### config.mk
export PLATFORM = sky130hd
export DESIGN_NAME = cos_gpio_port
export DESIGN_NICKNAME = d
export VERILOG_FILES = /design/src/rtl/cosg_pkg.sv /design/src/rtl/cosg_sync.sv /design/src/rtl/cosg_tick.sv /design/src/rtl/cosg_detect.sv /design/src/rtl/cos_gpio_port.sv
export SDC_FILE = /design/constraint.sdc
export NUM_CORES = 1
export LEC_CHECK = 0
export ABC_AREA = 1
export BUFFER_PORTS_ARGS = -buffer_cell sky130_fd_sc_hd__buf_2
export CAP_MARGIN = 25
export CORE_MARGIN = 3
export CORE_UTILIZATION = 40
export DETAILED_ROUTE_END_ITERATION = 16
export HOLD_SLACK_MARGIN = 0.08
export PLACE_DENSITY = 0.65
export SYNTH_ARGS = -nofsm -noshare
export SYNTH_HDL_FRONTEND = slang
export SYNTH_SLANG_ARGS = --single-unit
export TNS_END_PERCENT = 1
### constraint.sdc
create_clock -name clk -period 1.39 [get_ports clk]
set_input_delay 0.278 -clock clk [delete_from_list [all_inputs] [get_ports clk]]
set_output_delay 0.278 -clock clk [all_outputs]
set_load 0.01 [all_outputs]
### src/rtl/cosg_pkg.sv
package cosg_pkg;
   localparam int ADDR_W = 4;

   typedef enum logic [ADDR_W-1:0] {
      RA_OUT   = 4'h0,
      RA_DIR   = 4'h1,
      RA_PIN   = 4'h2,
      RA_MODE  = 4'h3,
      RA_RISE  = 4'h4,
      RA_FALL  = 4'h5,
      RA_POL   = 4'h6,
      RA_IRQEN = 4'h7,
      RA_STAT  = 4'h8,
      RA_DIV   = 4'h9
   } reg_addr_e;
endpackage

### src/rtl/cosg_sync.sv
module cosg_sync #(
   parameter int W      = 16,
   parameter int STAGES = 2
) (
   input  logic         clk,
   input  logic         rst_n,
   input  logic [W-1:0] d,
   output logic [W-1:0] q
);
   generate
      if (STAGES < 2) begin : g_bad_stages
         $error("cosg_sync: STAGES must be at least 2");
      end
   endgenerate

   logic [W-1:0] chain [STAGES];

   always_ff @(posedge clk or negedge rst_n) begin
      if (!rst_n) begin
         for (int s = 0; s < STAGES; s++) chain[s] <= '0;
      end else begin
         chain[0] <= d;
         for (int s = 1; s < STAGES; s++) chain[s] <= chain[s-1];
      end
   end

   assign q = chain[STAGES-1];
endmodule

### src/rtl/cosg_tick.sv
module cosg_tick #(
   parameter int DIV_W = 16
) (
   input  logic             clk,
   input  logic             rst_n,
   input  logic             load,
   input  logic [DIV_W-1:0] load_val,
   input  logic [DIV_W-1:0] div,
   output logic             tick
);
   logic [DIV_W-1:0] cnt;

   assign tick = (cnt == '0) && !load;

   always_ff @(posedge clk or negedge rst_n) begin
      if (!rst_n)         cnt <= '0;
      else if (load)      cnt <= load_val;
      else if (cnt == '0) cnt <= div;
      else                cnt <= cnt - 1'b1;
   end

   AST_TICK_SPACING: assert property (@(posedge clk) disable iff (!rst_n)
      (tick && div != '0) |=> !tick);
endmodule

### src/rtl/cosg_detect.sv
module cosg_detect #(
   parameter int LINES = 16
) (
   input  logic             clk,
   input  logic             rst_n,
   input  logic             tick,
   input  logic [LINES-1:0] din,
   input  logic [LINES-1:0] level_mode,
   input  logic [LINES-1:0] rise_en,
   input  logic [LINES-1:0] fall_en,
   input  logic [LINES-1:0] invert,
   output logic [LINES-1:0] edge_evt,
   output logic [LINES-1:0] lvl_evt
);
   logic [LINES-1:0] samp;
   logic             primed;

   always_ff @(posedge clk or negedge rst_n) begin
      if (!rst_n) begin
         samp   <= '0;
         primed <= 1'b0;
      end else if (tick) begin
         samp   <= din;
         primed <= 1'b1;
      end
   end

   generate
      for (genvar i = 0; i < LINES; i++) begin : g_line
         logic rose, dropped;
         assign rose        = din[i] & ~samp[i];
         assign dropped     = ~din[i] & samp[i];
         assign edge_evt[i] = ~level_mode[i] & primed & tick &
                              ((rise_en[i] & rose) | (fall_en[i] & dropped));
         assign lvl_evt[i]  = level_mode[i] & primed & (samp[i] ^ invert[i]);
      end
   endgenerate

   AST_EDGE_NEEDS_TICK: assert property (@(posedge clk) disable iff (!rst_n)
      (|edge_evt) |-> tick);

   AST_MODES_EXCLUSIVE: assert property (@(posedge clk) disable iff (!rst_n)
      (edge_evt & lvl_evt) == '0);
endmodule

### src/rtl/cos_gpio_port.sv
module cos_gpio_port
   import cosg_pkg::*;
#(
   parameter int LINES       = 16,
   parameter int DIV_W       = 16,
   parameter int SYNC_STAGES = 2
) (
   input  logic              clk,
   input  logic              rst_n,
   input  logic              reg_wr,
   input  logic [ADDR_W-1:0] reg_addr,
   input  logic [LINES-1:0]  reg_wdata,
   output logic [LINES-1:0]  reg_rdata,
   input  logic [LINES-1:0]  pad_in,
   output logic [LINES-1:0]  pad_out,
   output logic [LINES-1:0]  pad_oe,
   output logic              irq
);
   generate
      if (LINES < 1 || LINES > 32) begin : g_bad_lines
         $error("cos_gpio_port: LINES out of range 1..32");
      end
      if (DIV_W < 1 || DIV_W > LINES) begin : g_bad_div
         $error("cos_gpio_port: DIV_W must fit in the register width");
      end
   endgenerate

   logic [LINES-1:0] out_r, dir_r, mode_r, rise_r, fall_r, pol_r, irqen_r, stat_r;
   logic [DIV_W-1:0] div_r;
   logic [LINES-1:0] din, edge_evt, lvl_evt, clr_mask;
   logic             tick, div_load;

   assign div_load = reg_wr && (reg_addr == RA_DIV);
   assign clr_mask = (reg_wr && reg_addr == RA_STAT) ? reg_wdata : '0;

   cosg_sync #(.W(LINES), .STAGES(SYNC_STAGES)) u_sync (
      .clk(clk), .rst_n(rst_n), .d(pad_in), .q(din));

   cosg_tick #(.DIV_W(DIV_W)) u_tick (
      .clk(clk), .rst_n(rst_n), .load(div_load),
      .load_val(reg_wdata[DIV_W-1:0]), .div(div_r), .tick(tick));

   cosg_detect #(.LINES(LINES)) u_det (
      .clk(clk), .rst_n(rst_n), .tick(tick), .din(din),
      .level_mode(mode_r), .rise_en(rise_r), .fall_en(fall_r), .invert(pol_r),
      .edge_evt(edge_evt), .lvl_evt(lvl_evt));

   always_ff @(posedge clk or negedge rst_n) begin
      if (!rst_n) begin
         out_r <= '0; dir_r <= '0; mode_r <= '0; rise_r <= '0;
         fall_r <= '0; pol_r <= '0; irqen_r <= '0; div_r <= '0;
      end else if (reg_wr) begin
         case (reg_addr)
            RA_OUT:   out_r   <= reg_wdata;
            RA_DIR:   dir_r   <= reg_wdata;
            RA_MODE:  mode_r  <= reg_wdata;
            RA_RISE:  rise_r  <= reg_wdata;
            RA_FALL:  fall_r  <= reg_wdata;
            RA_POL:   pol_r   <= reg_wdata;
            RA_IRQEN: irqen_r <= reg_wdata;
            RA_DIV:   div_r   <= reg_wdata[DIV_W-1:0];
            default:  ;
         endcase
      end
   end

   always_ff @(posedge clk or negedge rst_n) begin
      if (!rst_n) stat_r <= '0;
      else        stat_r <= (stat_r & ~clr_mask) | edge_evt | lvl_evt;
   end

   always_comb begin
      case (reg_addr)
         RA_OUT:   reg_rdata = out_r;
         RA_DIR:   reg_rdata = dir_r;
         RA_PIN:   reg_rdata = din;
         RA_MODE:  reg_rdata = mode_r;
         RA_RISE:  reg_rdata = rise_r;
         RA_FALL:  reg_rdata = fall_r;
         RA_POL:   reg_rdata = pol_r;
         RA_IRQEN: reg_rdata = irqen_r;
         RA_STAT:  reg_rdata = stat_r;
         RA_DIV:   reg_rdata = LINES'(div_r);
         default:  reg_rdata = '0;
      endcase
   end

   assign pad_out = out_r;
   assign pad_oe  = dir_r;
   assign irq     = |(stat_r & irqen_r);

   AST_OE_FOLLOWS_WRITE: assert property (@(posedge clk) disable iff (!rst_n)
      (reg_wr && reg_addr == RA_DIR) |=> (pad_oe == $past(reg_wdata)));

   AST_STATUS_STICKY: assert property (@(posedge clk) disable iff (!rst_n)
      1'b1 |=> ((($past(stat_r) & ~stat_r) & ~$past(clr_mask)) == '0));

   AST_EVENT_BEATS_CLEAR: assert property (@(posedge clk) disable iff (!rst_n)
      (|((edge_evt | lvl_evt) & clr_mask)) |=>
         ((stat_r & $past(edge_evt | lvl_evt)) == $past(edge_evt | lvl_evt)));

   AST_LEVEL_HOLDS: assert property (@(posedge clk) disable iff (!rst_n)
      (|lvl_evt) |=> ((stat_r & $past(lvl_evt)) == $past(lvl_evt)));

   AST_IRQ_NEEDS_STATUS: assert property (@(posedge clk) disable iff (!rst_n)
      $rose(irq) |-> (stat_r != '0));
endmodule

* Word level (Yosys, flattened, before mapping)
Cells that the tools add are included.
Word-level totals: flip-flop bits (word level) 209, word-level logic and storage cells 272
Operators by class: add/sub/neg operators 1, equal/unequal tests 9, multiplexer cells 4, bitwise operators 229, reductions and logical operators 15
Operators by type and width (count):
- $pmux 16 s10 | 1
- $and 1x1->1 | 144
- $mux 16 | 3
- $not 1->1 | 48
- $and 16x16->16 | 2
- $or 16x16->16 | 2
- $eq 4x3->1 const B | 4
- $logic_not 16->1 | 1
- $not 16->16 | 1
- $or 1x1->1 | 16
- $reduce_and 2->1 | 8
- $reduce_or 16->1 | 1
- $sub 16x1->16 const B | 1
- $xor 1x1->1 | 16
- $eq 4x2->1 const B | 2
- $eq 4x4->1 const B | 2
- $eq 4x1->1 const B | 1
- $logic_not 4->1 | 1
- $logic_and 1x1->1 | 3
- $logic_not 1->1 | 1

* Longest topological paths before layout
Gate-level depths: netlist of run 1.
word-level depth 8, gate-level depth with buffers 10, depth with buffers taken out 10

* Cells and area by module
A second synthesis of run 1 with hierarchy kept.
Second synthesis, totals: cell total of the unflattened synthesis 1416, area total of the unflattened synthesis 10547.6 µm²
Modules (own cells, without submodules):
- cos_gpio_port | times used 1, cells each 890, area each 6829.0 µm²
- cosg_tick | times used 1, cells each 229, area each 1428.9 µm²
- cosg_detect | times used 1, cells each 249, area each 1368.8 µm²
- cosg_sync | times used 1, cells each 48, area each 920.9 µm²

* Worst setup path after synthesis of run 1
Ideal clock, no wire load.
kind register to register, start point reg u_tick.cnt[0], end point reg u_tick.cnt[10], setup time 0.117 ns, arrival 1.362 ns, data required time 1.273 ns, slack -0.088 ns, cell stages (with the launch flop) 10, path buffers 0, period minus slack after synthesis 1.478 ns, path through dfrtp_1 -> inv_1 -> ha_1 -> nand3_1 -> nor2_1 -> nand3_2 -> nand2_4 -> inv_2 -> nor2_1 -> nor2_1
Between the ends: longest elaborated chain between the ends 3, elaborated cells on any way between the ends 4, classes of those cells add/sub: 1; mux: 2; reduce/logical: 1
Ends and longest elaborated chain:
- start, declared | line cosg_tick.sv:11 | logic [DIV_W-1:0] cnt;
- start signal, assigned | line cosg_tick.sv:17 | else if (load) cnt <= load_val;
- start signal, assigned | line cosg_tick.sv:18 | else if (cnt == '0) cnt <= div;
- start signal, assigned | line cosg_tick.sv:19 | else cnt <= cnt - 1'b1;
- $sub 16x1->16 or $logic_not 16->1 (tied branches) | line cosg_tick.sv:19, cosg_tick.sv:18
- $mux 16 (*) | line cosg_tick.sv:18
- $mux 16 (*) | line cosg_tick.sv:17
Mark *: on every way between the ends. The rest lies on a longest branch, timed or not. A chain may end at the register's enable or synchronous reset.

* Final worst setup path of run 1
start point reg stat_r[3], end point out irq
Between the ends: longest elaborated chain between the ends 2
Ends and longest elaborated chain:
- start, declared | line cos_gpio_port.sv:28 | logic [LINES-1:0] out_r, dir_r, mode_r, rise_r, fall_r, pol_r, irqen_r, stat_r;
- start signal, assigned | line cos_gpio_port.sv:69 | else stat_r <= (stat_r & ~clr_mask) | edge_evt | lvl_evt;
- $and 16x16->16 | line cos_gpio_port.sv:90 | assign irq = |(stat_r & irqen_r);
- $reduce_or 16->1 | line cos_gpio_port.sv:90
- end, declared | line cos_gpio_port.sv:17 | output logic irq
Every way passes these cells.

==> metrics.yaml, run 1 <==
drt:
  drt-total-wl_um: 31000
  via_per_inst: 5.09
  drt_iter0_markers: 772
  drc: 0
  wl_per_cell_um: 17.5
  ant_nets: 0
  drtPass1Iterations: 5
  num_vias: 9005
global_route:
  grt_pass1_vias: 8736
  grt_overflow_total: 0
  antenna_found_initial: 0
  track_usage_pct: 23.6
  grt_pass1_wl_um: 48800
  grt_max_degree: 46
final_layout:
  layout-drive-gt1-share_pct: 21.6
  layout.nets: 1475
  area_growth_pct: 30.9
  nFillCells: 2216
  diodes: 0
  regArea_mm2: 0.00523
  finish.utilization_pct: 54.0
  multi_input_area_mm2: 0.00406
sta:
  fin_ws_ns: -0.595
  final_hold_viol_count: 0
  clock.fmax_ghz: 0.504
  final_max_slew_viol_count: 0
  relSlewSlack_pct: 70.8
  setup_viol: 70
  worstMarginPinSlew_ns: 0.438
  finalClockSkew_ns: 0.0120
  period_share_pct: 143
  rsz0062_at_grt: "yes"
  fin_crit_ns: 1.98
synth:
  syn-cell-area_mm2: 0.00983
  synthSimpleGateAreaFrac_pct: 25.6
  ys_seq_elements: 209
  yosys-top-cells-count: "nand2_1 (376), dfrtp_1 (209), o21ai_0 (170)"
  ys_seq_area_share_pct: 53.2
  syn-num-nets: 1251
  synth_edf_count: 0
  yosys.area.top_type: "dfrtp_1"
  synth_top_family_by_area: "simple AND/OR/NAND/NOR gates"
  synthFlopType: "dfrtp_1"
  yosysTopAreaCellShare_pct: 53.2
  syn-mean-instance-area_um2: 8.12
  syn_inst: 1210
  ys_warn_count: 0
  yosysUniqueCellTypes: 35
  synthAdderAreaFrac_pct: 0.255
  synth_async_sr_flop_share_pct: 100
  synth.most_common_cell: "nand2_1"
  synth_compound_area_share_pct: 13.1
  synth-xor-area-share_pct: 1.25
  synth_mux_area_share_pct: 0
  synthTopCellsByArea: "dfrtp_1 (53%), nand2_1 (14%), o21ai_0 (8.7%)"
clock_tree:
  clk_pin_slew_ns: 0.06
  post-cts-setup-buffer-count: 0
  htree_num_levels: 1
  cts.sinks: 209
  cts_inserted_buffers: 23
  cts_tree: "done"
  cts_max_path_buffers: 3
  cts-root-buf: "clkbuf_16"
  clock_latency_ns: 0.51
status:
  violations: "negative setup slack"
  outcome: "finished with violations"
floorplanning:
  ios: 88
  core_mm2: 0.0238
  die_width_um: 163
  rows: 56
  die_area_mm2: 0.0265
  start_util_pct: 41.3
  die_h_um: 163
run:
  drv_cap: 0
setup_path:
  critical_path_required_ns: 1.11
  reg2reg_setup_slack_ns: -0.19
  cp_max_fo: 2
  worstPathArrival_ns: 1.71
  start_kind: "flip-flop"
  path_class: "flip-flop to primary output"
  endpoint_kind: "primary output"
power_and_ir_drop:
  total_power_mw: 18.8
  leakage_nw: 6.31
  ir_drop_uv: 790
  cellPowerDensity_mw_per_mm2: 1460
placed_design:
  place_congestion: 0.916
  dp_hpwl_um: 23000
  io_buffers: 87
min_path:
  hp-class: "primary input to flip-flop"
## cell usage in the layout (no fill, tap or decap), types with 2 or more instances in the layout
cell,instances
buf_2,81
buf_4,99
nand4_1,17
nand3_2,3
nand2_4,2
clkbuf_8,4
nand2_1,371
buf_6,11
xnor2_1,2
inv_2,12
xor2_1,12
nor2_4,7
nor2_1,70
a21oi_1,3
nand2_2,14
clkbuf_16,23
o2bb2ai_1,10
inv_4,2
o22ai_1,10
nand3b_1,7
buf_12,21
o21ai_1,17
nand3_1,84
inv_6,3
dfrtp_1,208
o21ai_0,163
inv_1,96
o21ai_2,5
o31ai_1,22
nor2_2,8
nand3_4,2
dlygate4sd3_1,32
clkinv_2,8
nor3_1,6
clkbuf_1,4
## path summary, 6_finish.rpt
check | start | end | cells after the start
hold / removal | reg_wdata[7] | div_r[7] | 3
max in group asynchronous | rst_n | stat_r[12] | 3
setup / recovery | stat_r[3] | irq | 5
min in group asynchronous | rst_n | pad_oe[9] | 2
setup reg to reg | u_tick.cnt[0] | stat_r[4] | 10
hold reg to reg | u_sync.chain[27] | u_sync.q[11] | 0
## worst max-delay path: stages (launching register included)
cell and delay (ns):
dfrtp_1 0.39, nand2_1 0.07, nand4_1 0.16, nor3_2 0.24, nand4_1 0.16, buf_2 0.18
## per-layer routing
layer	GRT usage, %	routed length [um]
met5	0	0
met4	5.61	598
met3	4.22	2350
met2	37.6	14200
met1	33.7	13800
## where the power goes
part | leakage (nW) | internal (mW) | switching (mW)
combinational | 3.38 | 2.21 | 2.62
sequential | 2.57 | 7.27 | 0.991
clock | 0.358 | 3.28 | 2.47
## metrics by stage
stage	cell area (um2)	instances	hold WS, ns	setup WS (ns)	TNS (ns)
5_1_grt	12900	1770	0.117	-0.645	-19.71
6_report	12900	1770	0.116	-0.595	-13.36
3_3_place_gp	11700	1696	0.218	-0.478	-26.02
2_1_floorplan	9870	1210	-0.0176	0.00640	0
3_5_place_dp	11700	1696	0.217	-0.457	-30.26
4_1_cts	12800	1770	0.0915	-0.610	-13.93
## cell families (layout without fill, tap and decap cells)
logic type / Yosys count / in the layout
fa+ha+maj: 2 / 2
simple gates: 594 / 594
compound gates: 232 / 232
flops: 209 / 209
buf+inv: 159 / 400
xor+xnor: 14 / 14
## final cells by class
type                            instances  area share, %
Inverter                              113           3.38
Tap cell                              319           3.10
Clock buffer                           31           5.02
Timing Repair Buffer                  245           15.8
Clock inverter                         11          0.535
Sequential cell                       209           40.7
Multi-Input combinational cell        842           31.5
## timing repair
action	CTS	global route
pin swaps	20	8
resized for setup	35	15
hold buffers	32	0
endpoints found under the hold margin	226	0
setup endpoints to repair	73	80
Note: power is estimated with default switching activity, not from simulation.
==> inputs of run 2 (changes only) <==
--- a/config.mk
+++ b/config.mk
@@ -13,6 +13,7 @@
 export DETAILED_ROUTE_END_ITERATION = 16
 export HOLD_SLACK_MARGIN = 0.08
 export PLACE_DENSITY = 0.65
+export SETUP_SLACK_MARGIN = 0.2
 export SYNTH_ARGS = -nofsm -noshare
 export SYNTH_HDL_FRONTEND = slang
 export SYNTH_SLANG_ARGS = --single-unit
==> metrics.yaml, run 2 (same netlist as run 1, synthesis figures left out) <==
status:
  outcome: "finished with violations"
  violations: "negative setup slack"
sta:
  relSlewSlack_pct: 57.7  # -13 points
  setup_viol: 72  # +2.9%
  period_share_pct: 146  # +3.7 points
  final_max_slew_viol_count: 0  # unchanged
  fin_crit_ns: 2.04  # +0.0510 ns
  finalClockSkew_ns: 0.0120  # -0.0000356 ns
  worstMarginPinSlew_ns: 0.631  # +0.193 ns
  fin_ws_ns: -0.646  # -0.0510 ns
  clock.fmax_ghz: 0.491  # -2.5%
  final_hold_viol_count: 0  # unchanged
  rsz0062_at_grt: "yes"
drt:
  via_per_inst: 5.21  # +2.4%
  drc: 0  # unchanged
  num_vias: 9194  # +2.1%
  drt_iter0_markers: 829  # +7.4%
  drt-total-wl_um: 30800  # -0.58%
  drtPass1Iterations: 7  # +2
  ant_nets: 0  # unchanged
  wl_per_cell_um: 17.5  # -0.30%
floorplanning:
  die_area_mm2: 0.0265  # unchanged
  die_width_um: 163  # unchanged
  ios: 88  # unchanged
  start_util_pct: 41.3  # unchanged
  die_h_um: 163  # unchanged
  rows: 56  # unchanged
  core_mm2: 0.0238  # unchanged
final_layout:
  nFillCells: 2191  # -1.1%
  layout.nets: 1471  # -0.27%
  mostFrequentLayoutCells: "nand2_1 (371), dfrtp_1 (208), o21ai_0 (157)"
  diodes: 0  # unchanged
  multi_input_area_mm2: 0.00410  # +0.93%
  design_area_mm2: 0.0130  # +1.1%
  layout-drive-gt1-share_pct: 22.8  # +1.1 points
  regArea_mm2: 0.00523  # unchanged
  final_common_cell: "nand2_1"
  area_growth_pct: 32.3
setup_path:
  critical_path_required_ns: 1.11  # about the same
  worstPathArrival_ns: 1.76  # +0.05 ns
  cp_max_fo: 2  # unchanged
  critPathMaxStageDelay_ns: 0.40  # about the same
  endpoint_kind: "primary output"
  path_class: "flip-flop to primary output"
  worstReg2RegStart: "u_tick.cnt[0]"
  cp_common_cell: "nand4_1"
  worstSetupStartpoint: "stat_r[1]"
  crit_chain: "nand2_1, nand4_1, nor3_2, nand4_1, buf_2"
  crit_slowest_cell: "dfrtp_1"
  start_kind: "flip-flop"
run:
  drv_cap: 0  # unchanged
clock_tree:
  cts.sinks: 209  # unchanged
  post-cts-setup-buffer-count: 0  # unchanged
  clock_latency_ns: 0.51  # about the same
  cts_max_path_buffers: 3  # unchanged
  htree_num_levels: 1  # unchanged
  cts-root-buf: "clkbuf_16"
  cts_tree: "done"
  clk_pin_slew_ns: 0.06  # about the same
  cts_inserted_buffers: 24  # +4.3%
power_and_ir_drop:
  leakage_nw: 6.35  # +0.63%
  cellPowerDensity_mw_per_mm2: 1540  # +5.4%
  ir_drop_uv: 804  # +1.7%
  total_power_mw: 20.1  # +6.6%
placed_design:
  place_congestion: 0.929  # +1.3%
  place_area_mm2: 0.0116  # -0.94%
  dp_hpwl_um: 22800  # -0.91%
  io_buffers: 87  # unchanged
global_route:
  grt_max_degree: 42  # -8.7%
  grt_overflow_total: 0  # unchanged
  grt_pass1_vias: 8901  # +1.9%
  grt_pass1_wl_um: 48600  # -0.49%
  track_usage_pct: 23.3  # -0.30 points
  antenna_found_initial: 0  # unchanged
min_path:
  hp-class: "primary input to async pin"
## run 2: cell types whose count changed in the layout (fill, tap and decap cells not counted), sizes merged
| cell | before | now |
|---|---|---|
| dlygate4sd3 | 32 | 33 |
| clkinv | 10 | 5 |
| clkinvlp | 1 | 0 |
| inv | 113 | 112 |
| bufinv | 0 | 5 |
| buf | 213 | 207 |
| clkbuf | 31 | 33 |
## run 2: cell type report
| class | count | share of cell area [%] |
|---|---|---|
| Multi-Input combinational cell | 842 | 31.5 |
| Tap cell | 319 | 3.07 |
| Clock inverter | 9 | 1.36 |
| Sequential cell | 209 | 40.2 |
| Timing Repair Buffer | 240 | 14.9 |
| Clock buffer | 33 | 5.58 |
| Inverter | 113 | 3.35 |
## run 2: metal layers
metal	global-route usage, %	share of wire, %
met5	0	0
met4	7.04	3.4
met3	4.17	7.2
met2	37.3	46
met1	32.4	44
## run 2: power by group
group | switching (mW) | internal [mW] | total (mW)
Combinational | 2.61 | 2.12 | 4.73
Sequential | 1.02 | 7.28 | 8.29
Clock | 2.49 | 4.56 | 7.06
Total | 6.12 | 14.0 | 20.1
## run 2: timing repair
item | 4_1_cts | 5_1_grt
endpoints found under the hold margin | 255 | 0
endpoints found under the setup margin | 98 | 107
gates resized for setup | 48 | 27
hold buffers | 33 | 0
pin swaps | 22 | 16
## run 2: path summary, 6_finish.rpt
path	to	slack (ns)	depth (start not counted)
max in group asynchronous	fall_r[0]	0.62	3
worst min-delay path	u_sync.chain[24]	0.24	2
worst min register to register	u_sync.q[3]	0.34	0
min in group clk	irqen_r[1]	0.29	3
worst max-delay path	irq	-0.65	5
worst max register to register	stat_r[2]	-0.12	9
## run 2: critical path, delay by kind of cell (launching register included)
kind | cells | cell delay (ns)
DFF | 1 | 0.40
and+or+nand+nor | 4 | 0.65
buffers and inverters | 1 | 0.20
## run 2: through the flow
step,util (%),setup WS [ns],hold WS [ns],instances,TNS [ns]
after floorplan,-,0.0223,-0.0176,1210,0
after global placement,48.6,-0.492,0.184,1690,-32.86
after detailed placement,48.6,-0.486,0.185,1690,-34.91
after CTS,54.3,-0.664,0.233,1765,-10.64
after global routing,54.6,-0.680,0.264,1765,-17.12
final,54.6,-0.646,0.240,1765,-10.87
